[config.mk]
export PLATFORM = sky130hd
export DESIGN_NAME = skew_ripple_adder
export DESIGN_NICKNAME = d
export VERILOG_FILES = /design/src/rtl/sra_pkg.sv /design/src/rtl/sra_delay.sv /design/src/rtl/sra_slice.sv /design/src/rtl/skew_ripple_adder.sv
export SDC_FILE = /design/constraint.sdc
export NUM_CORES = 1
export LEC_CHECK = 0
export ABC_AREA = 1
export BUFFER_PORTS_ARGS = -buffer_cell sky130_fd_sc_hd__buf_2
export CAP_MARGIN = 5
export CORE_ASPECT_RATIO = 1.1
export CORE_MARGIN = 4
export CORE_UTILIZATION = 40
export CTS_BUF_LIST = sky130_fd_sc_hd__clkbuf_16
export CTS_CLUSTER_SIZE = 16
export DETAILED_ROUTE_END_ITERATION = 16
export PLACE_DENSITY = 0.68
export RECOVER_POWER = 100
export SYNTH_ARGS = -nofsm -noshare
export SYNTH_HDL_FRONTEND = slang
export SYNTH_SLANG_ARGS = --single-unit
[constraint.sdc]
create_clock -name clk -period 1.6 [get_ports clk]
set_clock_uncertainty 0.2 [all_clocks]
set_input_delay 0.08 -clock clk [delete_from_list [all_inputs] [get_ports clk]]
set_output_delay 0.08 -clock clk [all_outputs]
set_load 0.02 [all_outputs]
[src/rtl/sra_pkg.sv]
// Package: shared helpers for the skewed ripple adder.
// Holds the single-bit full-adder equations so every stage uses one definition.
package sra_pkg;

    // Sum output of a one-bit full adder: odd parity of the three inputs.
    function automatic logic fa_sum(input logic x, input logic y, input logic c);
        return x ^ y ^ c;
    endfunction

    // Carry output of a one-bit full adder: majority of the three inputs.
    function automatic logic fa_carry(input logic x, input logic y, input logic c);
        return (x & y) | (c & (x | y));
    endfunction

endpackage

[src/rtl/sra_delay.sv]
// Module: sra_delay
// A fixed-length register delay line for a WIDTH-bit word.
// Assumes DEPTH >= 1. Synchronous active-low reset clears every stage to zero.
module sra_delay #(
    parameter int WIDTH = 1,
    parameter int DEPTH = 1
) (
    input  logic             clk,
    input  logic             rst_n,
    input  logic [WIDTH-1:0] din,
    output logic [WIDTH-1:0] dout
);

    logic [WIDTH-1:0] line_q [DEPTH];

    // Shift the word one stage per clock, clearing all stages on reset.
    always_ff @(posedge clk) begin
        if (!rst_n) begin
            for (int k = 0; k < DEPTH; k++) line_q[k] <= '0;
        end else begin
            line_q[0] <= din;
            for (int k = 1; k < DEPTH; k++) line_q[k] <= line_q[k-1];
        end
    end

    assign dout = line_q[DEPTH-1];

endmodule

[src/rtl/sra_slice.sv]
// Module: sra_slice
// One bit position of the skewed adder. The operand bits are delayed IDX
// clocks, then added with the registered carry from the stage below. The carry
// is registered for the stage above, and the sum bit is delayed WIDTH-IDX
// clocks so that it leaves aligned with all other positions.
// Assumes 0 <= IDX < WIDTH and that cin_q is driven by the previous stage's
// carry register (or a constant zero for IDX == 0).
module sra_slice
    import sra_pkg::*;
#(
    parameter int WIDTH = 8,
    parameter int IDX   = 0
) (
    input  logic clk,
    input  logic rst_n,
    input  logic a_bit,
    input  logic b_bit,
    input  logic cin_q,
    output logic cout_q,
    output logic sum_bit
);

    localparam int DESKEW = WIDTH - IDX;

    logic a_d;
    logic b_d;
    logic s_comb;
    logic c_comb;

    // Operand skew: position IDX waits IDX clocks for its carry to arrive.
    generate
        if (IDX == 0) begin : g_no_skew
            assign a_d = a_bit;
            assign b_d = b_bit;
        end else begin : g_skew
            logic [1:0] pair_d;
            sra_delay #(.WIDTH(2), .DEPTH(IDX)) u_skew (
                .clk  (clk),
                .rst_n(rst_n),
                .din  ({a_bit, b_bit}),
                .dout (pair_d)
            );
            assign a_d = pair_d[1];
            assign b_d = pair_d[0];
        end
    endgenerate

    // Full-adder equations for this position.
    always_comb begin
        s_comb = fa_sum(a_d, b_d, cin_q);
        c_comb = fa_carry(a_d, b_d, cin_q);
    end

    // Register the carry that feeds the next position up.
    always_ff @(posedge clk) begin
        if (!rst_n) cout_q <= 1'b0;
        else        cout_q <= c_comb;
    end

    // Sum deskew: hold the bit until every position has finished.
    sra_delay #(.WIDTH(1), .DEPTH(DESKEW)) u_deskew (
        .clk  (clk),
        .rst_n(rst_n),
        .din  (s_comb),
        .dout (sum_bit)
    );

    // the registered carry equals the arithmetic carry of last cycle's three inputs.
    a_r1_stage_carry: assert property (@(posedge clk) disable iff (!rst_n)
        $past(rst_n) |-> cout_q == $past(((2'(a_d) + 2'(b_d)) + 2'(cin_q)) >> 1));

    // bit 0 has no carry in, so its carry is just the AND of its operands.
    generate
        if (IDX == 0) begin : g_cin_check
            a_r7_stage0_cin: assert property (@(posedge clk) disable iff (!rst_n)
                $past(rst_n) |-> cout_q == $past(a_bit & b_bit));
        end
    endgenerate

endmodule

[src/rtl/skew_ripple_adder.sv]
// Module: skew_ripple_adder
// Two-operand WIDTH-bit adder with a register after every full-adder stage.
// Operands are skewed by bit position on the way in and sums deskewed on the
// way out, so one result leaves per clock, WIDTH clocks after its operands.
// Assumes WIDTH >= 2. Synchronous active-low reset clears all pipeline state.
module skew_ripple_adder #(
    parameter int WIDTH = 8
) (
    input  logic             clk,
    input  logic             rst_n,
    input  logic [WIDTH-1:0] a_in,
    input  logic [WIDTH-1:0] b_in,
    input  logic             in_valid,
    output logic [WIDTH-1:0] sum_out,
    output logic             carry_out,
    output logic             out_valid
);

    localparam int CNT_W = $clog2(WIDTH + 1);

    logic [WIDTH:0] carry_q;

    // Carry into bit 0 is a constant zero.
    assign carry_q[0] = 1'b0;

    // One slice per bit position, chained through registered carries.
    generate
        for (genvar i = 0; i < WIDTH; i++) begin : g_slice
            sra_slice #(.WIDTH(WIDTH), .IDX(i)) u_slice (
                .clk    (clk),
                .rst_n  (rst_n),
                .a_bit  (a_in[i]),
                .b_bit  (b_in[i]),
                .cin_q  (carry_q[i]),
                .cout_q (carry_q[i+1]),
                .sum_bit(sum_out[i])
            );
        end
    endgenerate

    // The top carry register finishes on the same edge as the last deskew stage.
    assign carry_out = carry_q[WIDTH];

    // Valid flag travels beside the data through WIDTH registers.
    sra_delay #(.WIDTH(1), .DEPTH(WIDTH)) u_valid (
        .clk  (clk),
        .rst_n(rst_n),
        .din  (in_valid),
        .dout (out_valid)
    );

    // Check support: edges since reset release, saturating at WIDTH.
    logic [CNT_W-1:0] since_rel_q;
    always_ff @(posedge clk) begin
        if (!rst_n)                          since_rel_q <= '0;
        else if (since_rel_q != CNT_W'(WIDTH)) since_rel_q <= since_rel_q + 1'b1;
    end

    // Check support: number of flagged pairs currently inside the pipeline.
    logic [CNT_W-1:0] occ_q;
    always_ff @(posedge clk) begin
        if (!rst_n) occ_q <= '0;
        else        occ_q <= occ_q + CNT_W'(in_valid) - CNT_W'(out_valid);
    end

    // until WIDTH edges have passed since release, nothing but zero leaves.
    a_r5_quiet_after_reset: assert property (@(posedge clk) disable iff (!rst_n)
        (since_rel_q < CNT_W'(WIDTH)) |-> (sum_out == '0 && !carry_out && !out_valid));

    // a valid output needs a flagged pair in flight, and never more than WIDTH are.
    a_r4_valid_occupancy: assert property (@(posedge clk) disable iff (!rst_n)
        !(occ_q == '0 && out_valid) && (occ_q <= CNT_W'(WIDTH)));

endmodule

* Word level (Yosys, flattened, before mapping)
Memories as Yosys holds them, arrays and structs flattened. Cells that the tools add are included.
Operators by class: reductions and logical operators 2, multiplexer cells 76, bitwise logic cells 114
Operator list (number):
- 1-bit OR | 84
- 2-bit two-way mux | 28
- 1-bit two-way mux | 48
- 1-bit AND | 15
- 1-bit XOR | 15
- 2-bit OR reduction | 1
- 1-bit OR reduction | 1
Storage, ports and cells: output and inout bits 10, bits in writable memories 100, memories kept 16, register bits after elaboration 8, input port bits 19, word-level logic and storage cells 216
Memories:
- g_slice[7].u_slice.g_skew.u_skew.line_q | depth 7, width 2, read ports 7, clocked after memory_dff 0, write ports 7, line sra_delay.sv:14 | logic [WIDTH-1:0] line_q [DEPTH];
- g_slice[6].u_slice.g_skew.u_skew.line_q | depth 6, width 2, read ports 6, clocked after memory_dff 0, write ports 6, line sra_delay.sv:14
- g_slice[5].u_slice.g_skew.u_skew.line_q | depth 5, width 2, read ports 5, clocked after memory_dff 0, write ports 5, line sra_delay.sv:14
- g_slice[0].u_slice.u_deskew.line_q | depth 8, width 1, read ports 8, clocked after memory_dff 0, write ports 8, line sra_delay.sv:14
- g_slice[4].u_slice.g_skew.u_skew.line_q | depth 4, width 2, read ports 4, clocked after memory_dff 0, write ports 4, line sra_delay.sv:14
- u_valid.line_q | depth 8, width 1, read ports 8, clocked after memory_dff 0, write ports 8, line sra_delay.sv:14
- 10 more memories

* Depth between registers and ports, before layout
Gate-level depths: netlist (run 1). An unclocked memory read counts as a cell.
depth after elaboration 4, gate-level depth with buffers 5, depth with buffers taken out 3

* Cells and area by module
A second synthesis (run 1) with hierarchy kept.
Unflattened totals: cell total of the unflattened synthesis 345, area, all modules 3230.6 sq um
By module, submodules not included:
- sra_delay (g_slice[0].u_slice.u_deskew ...) | cells each 25, times used 3, area an instance 225.2 sq um, sequential area each 160.2 sq um
- sra_delay (g_slice[7].u_slice.g_skew.u_skew) | cells each 43, times used 1, area an instance 396.6 sq um, sequential area each 280.3 sq um
- sra_slice | cells each 4, times used 8, area an instance 47.5 sq um, sequential area each 20.0 sq um
- sra_delay (g_slice[6].u_slice.g_skew.u_skew) | cells each 39, times used 1, area an instance 356.6 sq um, sequential area each 240.2 sq um
- sra_delay (g_slice[5].u_slice.g_skew.u_skew) | cells each 31, times used 1, area an instance 286.5 sq um, sequential area each 200.2 sq um
- sra_delay (g_slice[1].u_slice.u_deskew) | cells each 21, times used 1, area an instance 192.7 sq um, sequential area each 140.1 sq um
- sra_delay (g_slice[3].u_slice.g_skew.u_skew) | cells each 20, times used 1, area an instance 180.2 sq um, sequential area each 120.1 sq um
- sra_delay (g_slice[2].u_slice.u_deskew) | cells each 18, times used 1, area an instance 165.2 sq um, sequential area each 120.1 sq um
- sra_delay (g_slice[3].u_slice.u_deskew) | cells each 15, times used 1, area an instance 137.6 sq um, sequential area each 100.1 sq um
- sra_delay (g_slice[2].u_slice.g_skew.u_skew) | cells each 14, times used 1, area an instance 125.1 sq um, sequential area each 80.1 sq um
- sra_delay (g_slice[1].u_slice.g_skew.u_skew ...) | cells each 6, times used 2, area an instance 55.1 sq um, sequential area each 40.0 sq um
- sra_delay (g_slice[4].u_slice.u_deskew) | cells each 12, times used 1, area an instance 110.1 sq um, sequential area each 80.1 sq um
- sra_delay (g_slice[5].u_slice.u_deskew) | cells each 9, times used 1, area an instance 82.6 sq um, sequential area each 60.1 sq um
- sra_delay (g_slice[7].u_slice.u_deskew) | cells each 3, times used 1, area an instance 27.5 sq um, sequential area each 20.0 sq um
- skew_ripple_adder | cells each 1, times used 1, area an instance 3.8 sq um, sequential area each 0.0 sq um

* Least setup slack after synthesis (run 1)
No wires, ideal clock.
kind register to register, start reg g_slice[6].u_slice.cout_q, end mem g_slice[7].u_slice.u_deskew.line_q[0], setup slack 0.403 ns, cell stages (with the launch flop) 4, required time 1.289 ns, library setup time 0.111 ns, period minus slack after synthesis 1.197 ns, arrival time 0.886 ns, path buffers 0, cells stage by stage dfxtp_1 > inv_1 > fa_1 > nor2_1
On the way: word-level cells in the longest chain between the ends 2
Ends and longest elaborated chain:
- start, declared | line sra_slice.sv:19 | output logic cout_q,
- start signal, assigned | line sra_slice.sv:57 | else cout_q <= c_comb;
- 1-bit XOR | line sra_pkg.sv:7 | return x ^ y ^ c;
- 1-bit two-way mux (no line)
- end, declared | line sra_delay.sv:14
No other way between the ends.

* Worst setup path after layout (run 1)
start in b_in[0], end reg g_slice[0].u_slice.cout_q
On the way: word-level cells in the longest chain between the ends 1
Ends and longest elaborated chain:
- start, declared | line skew_ripple_adder.sv:12 | input logic [WIDTH-1:0] b_in,
- 1-bit AND | line sra_pkg.sv:12 | return (x & y) | (c & (x | y));
- net g_slice[0].u_slice.c_comb | line sra_slice.sv:28 | logic c_comb;
- end signal, assigned | line sra_slice.sv:57
- end, declared | line sra_slice.sv:19
The timed path passes the listed nets, and every way through them passes these cells. A chain may end at the register's enable or synchronous reset.

==> results of run 1 <==
[cells by family (layout without fill, tap and decap cells)]
group	Yosys count	count (layout)
flip-flops	108	108
buffers and inverters	130	180
AND/OR/NAND/NOR	108	108
adder cells (fa/ha/maj)	8	8
[flip-flops by register name, summed over array words and instances (netlist names)]
name / cells
g_slice.u_slice.g_skew.u_skew.line_q: 56
g_slice.u_slice.u_deskew.line_q: 36
g_slice.u_slice.cout_q: 8
u_valid.line_q: 8
[synthesized netlist by cell type]
| cell type | n | area share [%] |
|---|---|---|
| nand2_1 | 96 | 11 |
| buf_6 | 3 | 1.0 |
| ha_1 | 1 | 0.38 |
| inv_1 | 100 | 11 |
| buf_8 | 1 | 0.45 |
| fa_1 | 7 | 4.2 |
| inv_2 | 10 | 1.1 |
| buf_2 | 7 | 1.1 |
| buf_4 | 9 | 2.0 |
| nor2_1 | 2 | 0.23 |
| dfxtp_1 | 108 | 65 |
| nand2_2 | 10 | 1.9 |
[cells in the final DEF, fill, tap and decap left out]
master / Yosys / routed
buf_12: 0 / 1
buf_2: 7 / 17
buf_4: 9 / 1
bufinv_16: 0 / 1
clkbuf_1: 0 / 10
clkbuf_16: 0 / 9
clkbuf_2: 0 / 2
clkinv_1: 0 / 2
dfxtp_1: 108 / 108
dlygate4sd3_1: 0 / 23
fa_1: 7 / 7
ha_1: 1 / 1
inv_1: 100 / 104
inv_2: 10 / 10
nand2_1: 96 / 103
nand2_2: 10 / 3
nor2_1: 2 / 2
[critical path: stages]
cell           delay [ns]
dlygate4sd3_1        0.53
buf_2                0.12
ha_1                 0.17
dlygate4sd3_1        0.56
nand2_1              0.08
inv_1                0.04
[how the worst min path moves through the flow]
stage,end,slack [ns]
detailed placement,g_slice[5].u_slice.g_skew.u_skew.line_q[0][0]$_SDFF_PN0_,0.06
global route,g_slice[0].u_slice.u_deskew.line_q[0][0]$_SDFF_PN0_,-0.09
CTS,u_valid.line_q[1][3]$_SDFF_PN0_,0.21
finish,g_slice[0].u_slice.u_deskew.line_q[0][0]$_SDFF_PN0_,-0.14
global placement,g_slice[4].u_slice.g_skew.u_skew.line_q[0][1]$_SDFF_PN0_,0.06
floorplan,g_slice[1].u_slice.g_skew.u_skew.line_q[0][0]$_SDFF_PN0_,-0.02
[power groups by stage]
stage / clock [mW] / combinational, mW / sequential, mW
4_1_cts: 2.11 / 0.186 / 2.78
5_1_grt: 2.18 / 0.205 / 2.78
3_5_place_dp: 0 / 0.138 / 2.84
3_3_place_gp: 0 / 0.133 / 2.84
6_report: 2.04 / 0.176 / 2.78
2_1_floorplan: 0 / 0.107 / 2.83
[area by class of cell]
| cell class | instances | area share (%) |
|---|---|---|
| inverters | 110 | 10.47 |
| clock buffers | 9 | 5.711 |
| well taps | 108 | 3.426 |
| clock inverters | 7 | 1.332 |
| multi-input cells | 116 | 14.34 |
| repair buffers | 54 | 9.898 |
| flip-flops and latches | 108 | 54.82 |
[what timing repair did]
item                       4_1_cts  5_1_grt
hold endpoints to repair        30        1
setup endpoints to repair        0        1
setup buffers                    0        0
[metrics by stage]
step / setup WS, ns / hold WS [ns] / power (mW)
2_1_floorplan: 0.4028 / -0.02237 / 2.941
3_3_place_gp: 0.3964 / 0.05894 / 2.969
3_5_place_dp: 0.3804 / 0.06484 / 2.976
4_1_cts: 0.02670 / 0.2100 / 5.068
5_1_grt: 0.007911 / -0.08534 / 5.169
6_report: 0.06881 / -0.1380 / 4.994
[metal layers]
layer	routed length [µm]	share of wire [%]	vias to the layer above	GRT usage [%]
met2	1896	46	31	15.84
met1	1842	45	820	9.596
met3	232	5.7	10	4.342
met4	121	3.0	0	5.993
li1	-	-	1030	-
met5	0	0	-	0
==> metrics.txt, run 1 <==
P_sw 0.9690 mW; layout cells sized above 1 10.89%; Via density 3.693; cell area after layout 3944 µm²; Final Slew Violations 0; Routed WL 4093 µm; type of element capturing the critical path register; register area share after synthesis 65.33%; Worst Reg-to-Reg Cells 3; Clock Latency Late Sink 0.33 ns; Placer Congestion 0.6739; Final setup viols 0; Global Route Usage Sum 9.466%; Synth Warn # 0; number of gates resized after cts 0; nets@finish 426; Max IR drop VDD 646.4 µV; DRC Markers 0; Adder-Cell Fraction of Synth Area 4.612%; DPL Wire Length 2348 µm; Row Count 34; critical hold path startpoint a_in[0]; Worst Path Max Fanout 1; post-synth design cell area 3309 µm²; grt ovf 0; # port buffers 28; post-synthesis mux area share 0%; pwr dens 1266 nW/µm²; Max Cap Viol 0; register area 2162 µm²; Post-DP Area 3471 µm²; largest family of logic cells by synthesized area buffers and inverters; leakage power 2.389 nW; WP data arrival 1.57 ns; Core Region 7998 µm²; TritonRoute pass-1 iters 2; final worst-path cycle share 95.70%; Worst-Margin Slew 0.3287 ns; post-synthesis simple-gate area fraction 13.01%; CTS tree done; # diodes 0; clock share of power 40.9%; Crit. Startpoint b_in[0]; setup TNS 0 ns; Reg-to-Reg Start g_slice[6].u_slice.cout_q$_SDFF_PN0_; DRT iter0 DRCs 65; crit path kind input pin to register; starting density of the core 41.38%; Hold Fails Final Rpt 1; hold_buf cts 24; largest net degree at the start of global routing 53; Cells after Synth 354; Seq cells post-synth 108; crit path launch type input pin; combinational power share 3.5%; CP required 1.64 ns; Worst-path clk slew 0.06 ns; minimum clock period 1.531 ns; unrepaired setup endpoints after global routing no; Synth Net Count 381; vias in the first global route 1,710; Root Driver clkbuf_16; hold crit path type input pin to register; setup slack, reg-to-reg 0.34 ns; CTS Sinks 108; top-level port count 29; dpl cells 473; sw frac 19.40%; Antenna Nets Post-Route 0; Synth Area per Inst 9.349 µm²; DR vias 1,891; DIE AREA 9795 µm²; sequential power share 55.6%; Hold WS -0.1380 ns; average wire per standard cell 7.994 µm; failing checks negative hold slack; Multi-input gate area 565.5 µm²; CTS max path bufs 2; first-pass GRT wire length 6858 µm; initial antenna violation count 0; Fillers 781; Post-Synth XOR/XNOR Area 0%; max frequency 0.6531 GHz; Post-Layout Cell Count 512; total CTS buffers 9; complex-gate fraction of the synthesized area 0%; r2r endpoint g_slice[7].u_slice.u_deskew.line_q[0]$_DFF_P_; DIE HEIGHT 103.4 µm; normalized max-slew margin 78.09%; Synth cell types 12; hold path depth 4; Util after Layout 49.31%; status finished with violations; CTS H-tree depth 3; Horiz. Die Dim 94.73 µm; Area growth syn-to-layout 19.17%; Setup crit end g_slice[0].u_slice.cout_q$_SDFF_PN0_; internal power 4.025 mW
Note: power is estimated with default switching activity, not from simulation.
==> run 2: changes to the inputs <==
==> constraint.sdc (replaced) <==
create_clock -name clk -period 1.9 [get_ports clk]
set_clock_uncertainty 0.2 [all_clocks]
set_input_delay 0.095 -clock clk [delete_from_list [all_inputs] [get_ports clk]]
set_output_delay 0.095 -clock clk [all_outputs]
set_load 0.02 [all_outputs]
==> run 2 against run 1 <==
Compared with the run above:
- the flow now finishes without violations
- sequential share of layout area is 0.28 points higher
- utilization is 0.25 points lower
- final cell count is 0.59% lower
- via count is 2.2% lower
- total power is 16% lower
- critical path depth stayed put
- die area stayed put
- final area is 0.51% lower
- first-iteration DRC count is 37% lower
- combinational power is 19% lower
==> metrics.txt, run 2 (same netlist as run 1, synthesis figures left out) <==
DRT iter0 DRCs 41; met2 usage 15.18%; Core Region 7998 µm²; Worst Path Max Fanout 1; final worst-path cycle share 87.78%; slowest stage delay, CP 0.56 ns; Post-DP Area 3476 µm²; Reg-to-Reg Start g_slice[6].u_slice.cout_q$_SDFF_PN0_; sequential power share 55.5%; Area growth syn-to-layout 18.56%; crit path kind input pin to register; DIE HEIGHT 103.4 µm; type of element capturing the critical path register; r2r endpoint g_slice[7].u_slice.u_deskew.line_q[0]$_DFF_P_; CTS H-tree depth 3; CP required 1.94 ns; DRC Markers 0; DPL Wire Length 2178 µm; end of the worst hold path g_slice[4].u_slice.g_skew.u_skew.line_q[0][5]$_SDFF_PN0_; internal power 3.395 mW; Most Used Layer, Global Route met2; top-level port count 29; layout cells sized above 1 10.97%; pwr dens 1074 nW/µm²; CTS max path bufs 2; TritonRoute pass-1 iters 4; critical hold path startpoint g_slice[4].u_slice.g_skew.u_skew.line_q[0][3]$_SDFF_PN0_; Most flops, register g_slice.u_slice.g_skew.u_skew.line_q; # diodes 0; max frequency 0.5996 GHz; Global Route met1 Usage 9.405%; Worst-path clk slew 0.06 ns; worst path bufs/invs 4; commonest non-fill, non-tap cell in the layout dfxtp_1; CP max-delay cell dlygate4sd3_1; Post-Place Worst Slack 0.6579 ns; leakage power 2.370 nW; Via density 3.633; cell area after layout 3924 µm²; Max Cap Viol 0; initial antenna violation count 0; unrepaired setup endpoints after global routing no; Clock Latency Late Sink 0.33 ns; normalized max-slew margin 55.55%; Max IR drop VDD 406.4 µV; Worst-Margin Slew 0.6668 ns; average wire per standard cell 7.489 µm; starting density of the core 41.38%; final worst slack 0.2322 ns; max reg flops 56; Antenna Nets Post-Route 0; minimum clock period 1.668 ns; clock share of power 41.1%; CTS Sinks 108; nets@finish 423; hold crit path type register to register; P_sw 0.8189 mW; Hold Fails Final Rpt 0; largest net degree at the start of global routing 70; critical path, cell by cell dlygate4sd3_1 -> buf_2 -> ha_1 -> dlygate4sd3_1 -> nand2_1 -> inv_1; Routed WL 3812 µm; Top Registers g_slice.u_slice.g_skew.u_skew.line_q (56), g_slice.u_slice.u_deskew.line_q (36); crit path launch type input pin; WP data arrival 1.71 ns; Root Driver clkbuf_16; CTS tree done; Crit path top cell by count dlygate4sd3_1; DR vias 1,849; total CTS buffers 9; Post-CTS Setup Inserts 0; routing usage on met3 3.980%; first-pass GRT wire length 6748 µm; Worst Reg-to-Reg Cells 3; Placer Congestion 0.6658; setup TNS 0 ns; sw frac 19.43%; setup slack, reg-to-reg 0.65 ns; Fillers 780; vias in the first global route 1,753; Final setup viols 0; grt ovf 0; # port buffers 28; status completed; Row Count 34; combinational power share 3.4%; Final Slew Violations 0; Global Route Usage Sum 9.217%; delay-heaviest family, CP buffers and inverters; most frequent cells in the layout 108 x dfxtp_1, 103 x nand2_1, 102 x inv_1, 21 x dlygate4sd3_1, 17 x buf_2; DIE AREA 9795 µm²; Horiz. Die Dim 94.73 µm; hold path depth 2
==> run 2: cell count changes in the layout (fill, tap and decap cells not counted) <==
cell           delta
inv_2             -1
dlygate4sd3_1     -2
buf_4             -1
clkbuf_1          +1
inv_1             -2
clkbuf_4          +1
clkinvlp_4        +1
clkinv_2          +2
clkbuf_2          -2
==> run 2: worst min-delay path, cell delays in order (launching register included) <==
cell     delay, ns
dfxtp_1       0.30
nand2_1       0.04
inv_1         0.04
==> run 2: area by class of cell <==
type	instances	area, µm²	area share, %
Clock buffer	9	225.2	5.740
Clock inverter	7	58.81	1.499
Inverter	110	412.9	10.52
Multi-Input combinational cell	116	565.5	14.41
Sequential cell	108	2162	55.10
Tap cell	108	135.1	3.444
Timing Repair Buffer	51	364.1	9.279
==> run 2: timing repair <==
action | CTS | global route
endpoints found under the hold margin | 39 | 0
hold buffers | 21 | 0
resized for setup | 0 | 0
endpoints found under the setup margin | 0 | 0
==> run 2: metrics by stage <==
stage	hold WS, ns	utilization (%)	power, mW	cells
floorplan	-0.007369	-	2.476	354
global placement	0.07582	43.46	2.502	472
detailed placement	0.07907	43.46	2.507	472
CTS	0.2101	49.64	4.295	509
global route	0.2209	49.06	4.398	509
finish	0.2084	49.06	4.214	509
==> run 2: worst max-delay path by stage <==
stage / startpoint / to / cells past startpoint
global route: a_in[0] / g_slice[0].u_slice.u_deskew.line_q[0][0]$_SDFF_PN0_ / 6
global placement: g_slice[6].u_slice.cout_q$_SDFF_PN0_ / g_slice[7].u_slice.u_deskew.line_q[0]$_DFF_P_ / 3
CTS: a_in[0] / g_slice[0].u_slice.u_deskew.line_q[0][0]$_SDFF_PN0_ / 6
floorplan: g_slice[6].u_slice.cout_q$_SDFF_PN0_ / g_slice[7].u_slice.u_deskew.line_q[0]$_DFF_P_ / 3
detailed placement: g_slice[6].u_slice.cout_q$_SDFF_PN0_ / g_slice[7].u_slice.u_deskew.line_q[0]$_DFF_P_ / 3
finish: a_in[0] / g_slice[0].u_slice.u_deskew.line_q[0][0]$_SDFF_PN0_ / 6
==> run 2: per-layer routing <==
metal | wire, µm | up-vias | part of all wire, %
li1 | - | 1026 | -
met1 | 1736 | 783 | 46
met2 | 1775 | 31 | 47
met3 | 188 | 9 | 4.9
met4 | 112 | 0 | 2.9
met5 | 0 | - | 0
==> run 2: power by group through the flow <==
stage                     Sequential (mW)  Combinational (mW)  Clock, mW
after floorplan                      2.39              0.0904          0
after global placement               2.39               0.113          0
after detailed placement             2.39               0.117          0
after CTS                            2.34               0.151       1.81
after global routing                 2.34               0.167       1.89
final                                2.34               0.143       1.73
